===== src/rtl/rxf_pkg.sv =====
package rxf_pkg;

   localparam int unsigned ADDR_BYTES = 6;
   localparam int unsigned HASH_WORDS = 4;
   localparam int unsigned HASH_WBITS = 16;
   localparam int unsigned HASH_BINS  = HASH_WORDS * HASH_WBITS;
   localparam int unsigned HASH_IDX_W = $clog2(HASH_BINS);
   localparam int unsigned ENT_BITS   = 48;

   localparam logic [31:0] CRC_POLY   = 32'h04C1_1DB7;
   localparam logic [3:0]  ENT_ON     = 4'h9;

   // configuration word offsets
   localparam int unsigned OFS_ENABLES = 0;
   localparam int unsigned OFS_MODE    = 1;
   localparam int unsigned OFS_HASH0   = 2;
   localparam int unsigned OFS_MAXLEN  = 6;
   localparam int unsigned OFS_ENTRY0  = 8;

   // mode word bit positions
   localparam int unsigned MODE_PROMISC = 0;
   localparam int unsigned MODE_HASHEN  = 1;

   // CRC-32 over the six address bytes, byte0 (bits 47:40) first,
   // each byte least significant bit first; returns bits 28:23.
   function automatic logic [HASH_IDX_W-1:0] hash_bin(input logic [47:0] addr);
      logic [31:0] c;
      logic        b;
      c = '1;
      for (int i = 0; i < int'(ADDR_BYTES); i++) begin
         for (int j = 0; j < 8; j++) begin
            b = addr[40 - 8*i + j];
            c = {c[30:0], 1'b0} ^ ((c[31] ^ b) ? CRC_POLY : 32'h0);
         end
      end
      return c[28:23];
   endfunction

endpackage


===== src/rtl/rxf_cfg_regs.sv =====
module rxf_cfg_regs
   import rxf_pkg::*;
#(
   parameter int unsigned NUM_EXACT  = 4,
   parameter int unsigned CFG_AW     = 5,
   parameter int unsigned MAXLEN_W   = 16,
   parameter int unsigned MAXLEN_RST = 1518
) (
   input  logic                          clk,
   input  logic                          rst_n,
   input  logic                          cfg_we,
   input  logic [CFG_AW-1:0]             cfg_addr,
   input  logic [15:0]                   cfg_wdata,
   output logic [15:0]                   ent_enables,
   output logic                          promisc,
   output logic                          hash_en,
   output logic [HASH_BINS-1:0]          hash_tbl,
   output logic [NUM_EXACT*ENT_BITS-1:0] ent_words,
   output logic [MAXLEN_W-1:0]           max_len
);

   localparam logic [CFG_AW-1:0] A_ENABLES = CFG_AW'(OFS_ENABLES);
   localparam logic [CFG_AW-1:0] A_MODE    = CFG_AW'(OFS_MODE);
   localparam logic [CFG_AW-1:0] A_MAXLEN  = CFG_AW'(OFS_MAXLEN);

   always_ff @(posedge clk or negedge rst_n) begin
      if (!rst_n) begin
         ent_enables <= {12'h000, ENT_ON};
         promisc     <= 1'b0;
         hash_en     <= 1'b0;
         max_len     <= MAXLEN_W'(MAXLEN_RST);
      end else if (cfg_we) begin
         if (cfg_addr == A_ENABLES) ent_enables <= cfg_wdata;
         if (cfg_addr == A_MODE) begin
            promisc <= cfg_wdata[MODE_PROMISC];
            hash_en <= cfg_wdata[MODE_HASHEN];
         end
         if (cfg_addr == A_MAXLEN) max_len <= cfg_wdata[MAXLEN_W-1:0];
      end
   end

   for (genvar h = 0; h < int'(HASH_WORDS); h++) begin : g_hash
      logic [HASH_WBITS-1:0] word_q;
      always_ff @(posedge clk or negedge rst_n) begin
         if (!rst_n)
            word_q <= '0;
         else if (cfg_we && cfg_addr == CFG_AW'(OFS_HASH0 + h))
            word_q <= cfg_wdata;
      end
      assign hash_tbl[h*HASH_WBITS +: HASH_WBITS] = word_q;
   end

   for (genvar k = 0; k < int'(NUM_EXACT); k++) begin : g_ent
      for (genvar w = 0; w < 3; w++) begin : g_word
         localparam logic [15:0] WRST = (k == 0) ? 16'hFFFF : 16'h0000;
         logic [15:0] word_q;
         always_ff @(posedge clk or negedge rst_n) begin
            if (!rst_n)
               word_q <= WRST;
            else if (cfg_we && cfg_addr == CFG_AW'(OFS_ENTRY0 + 3*k + w))
               word_q <= cfg_wdata;
         end
         assign ent_words[k*ENT_BITS + 16*w +: 16] = word_q;
      end
   end


   maxlen_wr_chk: assert property (@(posedge clk) disable iff (!rst_n)
      (cfg_we && cfg_addr == A_MAXLEN) |=> (max_len == $past(cfg_wdata[MAXLEN_W-1:0])));

endmodule


===== src/rtl/rxf_exact_match.sv =====
module rxf_exact_match
   import rxf_pkg::*;
#(
   parameter int unsigned NUM_EXACT = 4
) (
   input  logic [47:0]                   da,
   input  logic [15:0]                   ent_enables,
   input  logic [NUM_EXACT*ENT_BITS-1:0] ent_words,
   output logic [NUM_EXACT-1:0]          hit_vec,
   output logic                          hit_any
);

   for (genvar k = 0; k < int'(NUM_EXACT); k++) begin : g_cmp
      logic [15:0] w0, w1, w2;
      logic [47:0] stored;
      logic        on;
      assign w0 = ent_words[k*ENT_BITS      +: 16];
      assign w1 = ent_words[k*ENT_BITS + 16 +: 16];
      assign w2 = ent_words[k*ENT_BITS + 32 +: 16];
      // each word keeps the lower-numbered byte in its low half
      assign stored = {w0[7:0], w0[15:8], w1[7:0], w1[15:8], w2[7:0], w2[15:8]};
      assign on     = (ent_enables[4*k +: 4] == ENT_ON);
      assign hit_vec[k] = on && (stored == da);
   end

   assign hit_any = |hit_vec;

endmodule


===== src/rtl/rxf_hash_lookup.sv =====
module rxf_hash_lookup
   import rxf_pkg::*;
(
   input  logic [47:0]           da,
   input  logic [HASH_BINS-1:0]  hash_tbl,
   output logic [HASH_IDX_W-1:0] bin,
   output logic                  bin_set
);

   logic [1:0] word_sel;
   logic [3:0] bit_sel;

   assign bin      = hash_bin(da);
   assign word_sel = bin[5:4];
   assign bit_sel  = bin[3:0];
   assign bin_set  = hash_tbl[{word_sel, bit_sel}];

endmodule


===== src/rtl/rxf_da_filter.sv =====
module rxf_da_filter
   import rxf_pkg::*;
#(
   parameter int unsigned NUM_EXACT  = 4,
   parameter int unsigned CFG_AW     = 5,
   parameter int unsigned MAXLEN_W   = 16,
   parameter int unsigned MAXLEN_RST = 1518
) (
   input  logic                clk,
   input  logic                rst_n,
   input  logic                cfg_we,
   input  logic [CFG_AW-1:0]   cfg_addr,
   input  logic [15:0]         cfg_wdata,
   input  logic                da_valid,
   input  logic [47:0]         da,
   output logic                dec_valid,
   output logic                dec_accept,
   output logic [MAXLEN_W-1:0] max_frame_len
);

   localparam int unsigned MAP_END = OFS_ENTRY0 + 3*NUM_EXACT;

   if (NUM_EXACT < 1 || NUM_EXACT > 4) begin : g_bad_exact
      $error("NUM_EXACT must be 1..4");
   end
   if ((1 << CFG_AW) < MAP_END) begin : g_bad_aw
      $error("CFG_AW too narrow for the register map");
   end
   if (MAXLEN_W < 1 || MAXLEN_W > 16) begin : g_bad_len
      $error("MAXLEN_W must be 1..16");
   end

   logic [15:0]                   ent_enables;
   logic                          promisc, hash_en;
   logic [HASH_BINS-1:0]          hash_tbl;
   logic [NUM_EXACT*ENT_BITS-1:0] ent_words;
   logic [NUM_EXACT-1:0]          hit_vec;
   logic                          hit_any;
   logic [HASH_IDX_W-1:0]         bin;
   logic                          bin_set;
   logic                          is_mcast;

   rxf_cfg_regs #(
      .NUM_EXACT (NUM_EXACT),
      .CFG_AW    (CFG_AW),
      .MAXLEN_W  (MAXLEN_W),
      .MAXLEN_RST(MAXLEN_RST)
   ) u_regs (
      .clk        (clk),
      .rst_n      (rst_n),
      .cfg_we     (cfg_we),
      .cfg_addr   (cfg_addr),
      .cfg_wdata  (cfg_wdata),
      .ent_enables(ent_enables),
      .promisc    (promisc),
      .hash_en    (hash_en),
      .hash_tbl   (hash_tbl),
      .ent_words  (ent_words),
      .max_len    (max_frame_len)
   );

   rxf_exact_match #(.NUM_EXACT(NUM_EXACT)) u_exact (
      .da         (da),
      .ent_enables(ent_enables),
      .ent_words  (ent_words),
      .hit_vec    (hit_vec),
      .hit_any    (hit_any)
   );

   rxf_hash_lookup u_hash (
      .da      (da),
      .hash_tbl(hash_tbl),
      .bin     (bin),
      .bin_set (bin_set)
   );

   assign is_mcast = da[40];

   // stage 1: per-source verdicts
   logic s1_valid, s1_promisc, s1_exact, s1_hash_ok;
   always_ff @(posedge clk or negedge rst_n) begin
      if (!rst_n) begin
         s1_valid   <= 1'b0;
         s1_promisc <= 1'b0;
         s1_exact   <= 1'b0;
         s1_hash_ok <= 1'b0;
      end else begin
         s1_valid   <= da_valid;
         s1_promisc <= promisc;
         s1_exact   <= hit_any;
         s1_hash_ok <= hash_en && is_mcast && bin_set;
      end
   end

   // stage 2: combined verdict
   always_ff @(posedge clk or negedge rst_n) begin
      if (!rst_n) begin
         dec_valid  <= 1'b0;
         dec_accept <= 1'b0;
      end else begin
         dec_valid  <= s1_valid;
         dec_accept <= s1_valid && (s1_promisc || s1_exact || s1_hash_ok);
      end
   end


   latency_chk: assert property (@(posedge clk) disable iff (!rst_n)
      da_valid |-> ##2 dec_valid);

   no_spurious_chk: assert property (@(posedge clk) disable iff (!rst_n)
      !da_valid |-> ##2 !dec_valid);

   accept_gated_chk: assert property (@(posedge clk) disable iff (!rst_n)
      !dec_valid |-> !dec_accept);

   promisc_accept_chk: assert property (@(posedge clk) disable iff (!rst_n)
      (da_valid && promisc) |-> ##2 dec_accept);

   no_entry_drop_chk: assert property (@(posedge clk) disable iff (!rst_n)
      (da_valid && !promisc && !is_mcast && !hit_any) |-> ##2 !dec_accept);

   hash_off_drop_chk: assert property (@(posedge clk) disable iff (!rst_n)
      (da_valid && !promisc && !hash_en && !hit_any) |-> ##2 !dec_accept);

endmodule


===== config.mk =====
export PLATFORM = sky130hd
export DESIGN_NAME = rxf_da_filter
export DESIGN_NICKNAME = d
export VERILOG_FILES = /design/src/rtl/rxf_pkg.sv /design/src/rtl/rxf_cfg_regs.sv /design/src/rtl/rxf_exact_match.sv /design/src/rtl/rxf_hash_lookup.sv /design/src/rtl/rxf_da_filter.sv
export SDC_FILE = /design/constraint.sdc
export NUM_CORES = 1
export LEC_CHECK = 0
export ABC_AREA = 1
export CAP_MARGIN = 25
export CORE_MARGIN = 2
export CORE_UTILIZATION = 41
export DETAILED_ROUTE_END_ITERATION = 16
export DONT_BUFFER_PORTS = 1
export GPL_ROUTABILITY_DRIVEN = 0
export SETUP_SLACK_MARGIN = 0.5
export SYNTH_ARGS = -nofsm -noshare
export SYNTH_HDL_FRONTEND = slang
export SYNTH_SLANG_ARGS = --single-unit

===== constraint.sdc =====
create_clock -name clk -period 3.3 [get_ports clk]
set_clock_uncertainty 0.05 [all_clocks]
set_input_delay 0.495 -clock clk [delete_from_list [all_inputs] [get_ports clk]]
set_output_delay 0.495 -clock clk [all_outputs]
set_load 0.02 [all_outputs]

==> metrics.cfg <==
[run_status]
status = complete, but fails checks
violations = hold timing, setup timing

[clock_tree]
cts-root-buf = clkbuf_16
cts-root-to-sink-buffers = 3
cts.clk_slew.worst_paths_ps = 60
cts.sink_count = 296
hold_buffers = 1
cts_tree = done
htreeDepth = 1
clock_latency_ps = 570
numCtsBuffers = 30

[route]
wire_per_inst_microns = 20.3
met3_length_microns = 5060
vias = 18400
wl_microns = 68600
wl_met1_microns = 29600
vias_per_cell = 5.45
dr_wl_met2_microns = 31100
ant_nets = 0
top_layer_used = met5
drt_iter0_drc = 1574
drcViolationCount = 0
firstDrtPassIters = 5

[yosys]
synth-adder-area-share_pct = 0
syn_inst = 2603
synth_edf_count = 0
yosys.area_share.simple_pct = 35.1
synth_area_per_cell_sq_um = 7.41
synth_top_family_by_area = simple AND/OR/NAND/NOR gates
synth_xor_xnor_area_share_pct = 9.78
yosysWarnings = 0
synthMuxAreaShare_pct = 0
netlist_area_sq_um = 19300
synthFlopType = dfrtp_1
yosysTopAreaCell = dfrtp_1
synthArstFlopShare_pct = 100
ys_top_cells_by_area = dfrtp_1 (31%), nand2_1 (18%), o21ai_0 (8.1%)
synth_common_cells = nand2_1 (929), o21ai_0 (313), nand3_1 (240)
synth-seq-cells = 296
synth-compound-area-share_pct = 10.3
synth_cell_types = 47
seq_area_frac_synth_pct = 38.8
yosys.area.top_type_share_pct = 30.9
syn-num-nets = 2676
yosys.cell_count.top_type = nand2_1

[worst_setup_path]
r2r_end = s1_exact
reg2reg_from = u_regs.g_ent[2].g_word[0].word_q[15]
rrSetupSlack_ps = 770
cpLargestDelayFamily = XOR/XNOR gates
reg2reg_depth = 6
max_stage_delay_ps = 470
crit_path_end = s1_hash_ok
worstPathRequired_ps = 3740
worstSetupEndpointType = flip-flop
cp_data_arrival_time_ps = 4370
cp.depth = 26
slowest_stage = xnor3_2
crit_top_cell = nand2_2
startpoint_type = input pin
worstSetupStartpoint = da[43]
path_buf_inv = 5
worstPathMaxFanout = 13
crit_type = input pin to flip-flop

[timing]
finalSetupViolCount = 1
hold_slack_ps = -416
finalHoldViolations = 280
worstMarginPinSlew_ps = 1040
worst_slack_ps = -625
post-route-period-util_pct = 119
finalMaxSlewViolations = 0
slew_headroom_pct = 30.4
period_needed_ps = 3920
rsz0062_at_grt = yes
clock.fmax_ghz = 0.255

[power_and_ir_drop]
p_leak_nw = 11.1
sw_frac_of_total_pct = 48.2
clkPwrFrac_pct = 11.4
p_seq_share_pct = 15.6
ir_drop_mv = 2.14
p_sw_mw = 15.2
powerDensity_nw_per_um2 = 1380
combPwrFrac_pct = 73.1
intPower_mw = 16.4
p_total_mw = 31.6

[finish]
design_area_sq_um = 22900
syn_to_final_growth_pct = 18.6
multiInputGateArea_sq_um = 11200
fillers = 4566
final-seq-area_sq_um = 7480
fin_nets = 2813
diodes = 0
drive_gt1_share_pct = 23.8
finalNonFillerCells = 3371

[global_routing]
grt_pass1_wl_microns = 104000
grt_max_degree = 297
antenna_found_initial = 1
grt_use_total_pct = 27.5
grt_overflow_total = 0
first_global_vias = 17500

[floorplanning]
core_sq_um = 46500
die_h_microns = 221
fp.dieW_microns = 221
pin_count = 91
die-area_sq_um = 48800
num_rows = 79
start_util_pct = 41.5

[placed_design]
pre_cts_slack_ps = -1170
place_area_sq_um = 21000
io_buffers = 0
hpwl_microns = 49000
dp_cells = 3293

[worst_hold_path]
min_path_type = input pin to async pin

[run]
maxCapViolCount = 0

cell type report:
cell class	count	share of cell area (%)
repair buffers	219	7.85
multi-input cells	2038	49.0
inverters	155	2.63
flip-flops and latches	296	32.7
clock inverters	11	0.613
well taps	607	3.32
clock buffers	45	3.93
metal layers:
metal,up-vias,GRT usage [%]
met5,-,0
met4,2,11.0
met3,155,4.25
met2,650,44.3
met1,8874,37.0
li1,8678,-
power by group through the flow:
| stage | Sequential (mW) | Combinational [mW] | Clock [mW] |
|---|---|---|---|
| after floorplan | 4.84 | 14.1 | 0 |
| after global placement | 4.94 | 20.1 | 0 |
| after detailed placement | 4.96 | 20.3 | 0 |
| after CTS | 4.91 | 21.4 | 3.64 |
| after global routing | 5.01 | 25.3 | 3.79 |
| final | 4.92 | 23.1 | 3.59 |
cell families (layout without fill, tap and decap cells):
| group | after synthesis | in the layout |
|---|---|---|
| XOR/XNOR | 207 | 207 |
| AND/OR/NAND/NOR | 1465 | 1465 |
| buffers and inverters | 269 | 430 |
| flip-flops | 296 | 296 |
| AO/OA/AOI/OAI | 366 | 366 |
stage by stage:
| step | setup TNS (ps) | utilization [%] |
|---|---|---|
| final | -625 | 49.2 |
| after global routing | -866 | 49.2 |
| after CTS | -441 | 48.0 |
| after detailed placement | -1170 | 45.3 |
| after global placement | -1180 | 45.2 |
| after floorplan | -616 | - |
placed cells by master, fill, tap and decap left out, types with 20 or more instances in the layout:
cell type  netlist  routed
nand4_1         23      23
xnor2_1         99      96
inv_2           26      23
nand2_1        929     882
dfrtp_1        238     238
or2_2           35      35
o21ai_0        313     313
nand2_2        109     140
nand2_4         39      55
nand3_2         19      29
nor4_1          20      20
dfstp_2         58      58
buf_4            9     204
clkbuf_16        0      32
nor2_1          32      28
nand3_1        240     224
xor2_1          99      83
inv_1          125     122
repair_timing:
action,in CTS,in global routing
resized for setup,40,90
gates cloned,0,1
buffers inserted,3,15
pin swaps,12,40
endpoints found under the hold margin,297,296
setup endpoints to repair,1,1
worst register-to-register path, cell delays in order (launching register included):
cell	delay (ps)
dfrtp_1	390
or2_2	280
a221oi_1	460
nand4_1	210
or4_1	500
o22ai_1	210
a221o_1	310
registers in the layout (all words and copies together) (netlist names):
register / flops
s1_hash_ok: 1
dec_accept: 1
u_regs.promisc: 1
u_regs.g_ent.g_word.word_q: 192
dec_valid: 1
u_regs.max_len: 16
u_regs.ent_enables: 16
u_regs.g_hash.word_q: 64
s1_valid: 1
s1_promisc: 1
u_regs.hash_en: 1
s1_exact: 1
worst min path at each step:
stage / to / slack [ps] / depth (start not counted)
floorplan: dec_accept / 150 / 0
detailed placement: u_regs.g_ent[3].g_word[0].word_q[15] / 170 / 0
CTS: u_regs.g_ent[3].g_word[0].word_q[15] / -440 / 0
global placement: u_regs.g_ent[2].g_word[0].word_q[13] / 170 / 0
global route: u_regs.g_ent[3].g_word[1].word_q[15] / -430 / 0
finish: u_regs.g_ent[1].g_word[0].word_q[13] / -420 / 0
No activity file was read; power rests on OpenSTA's default activity.
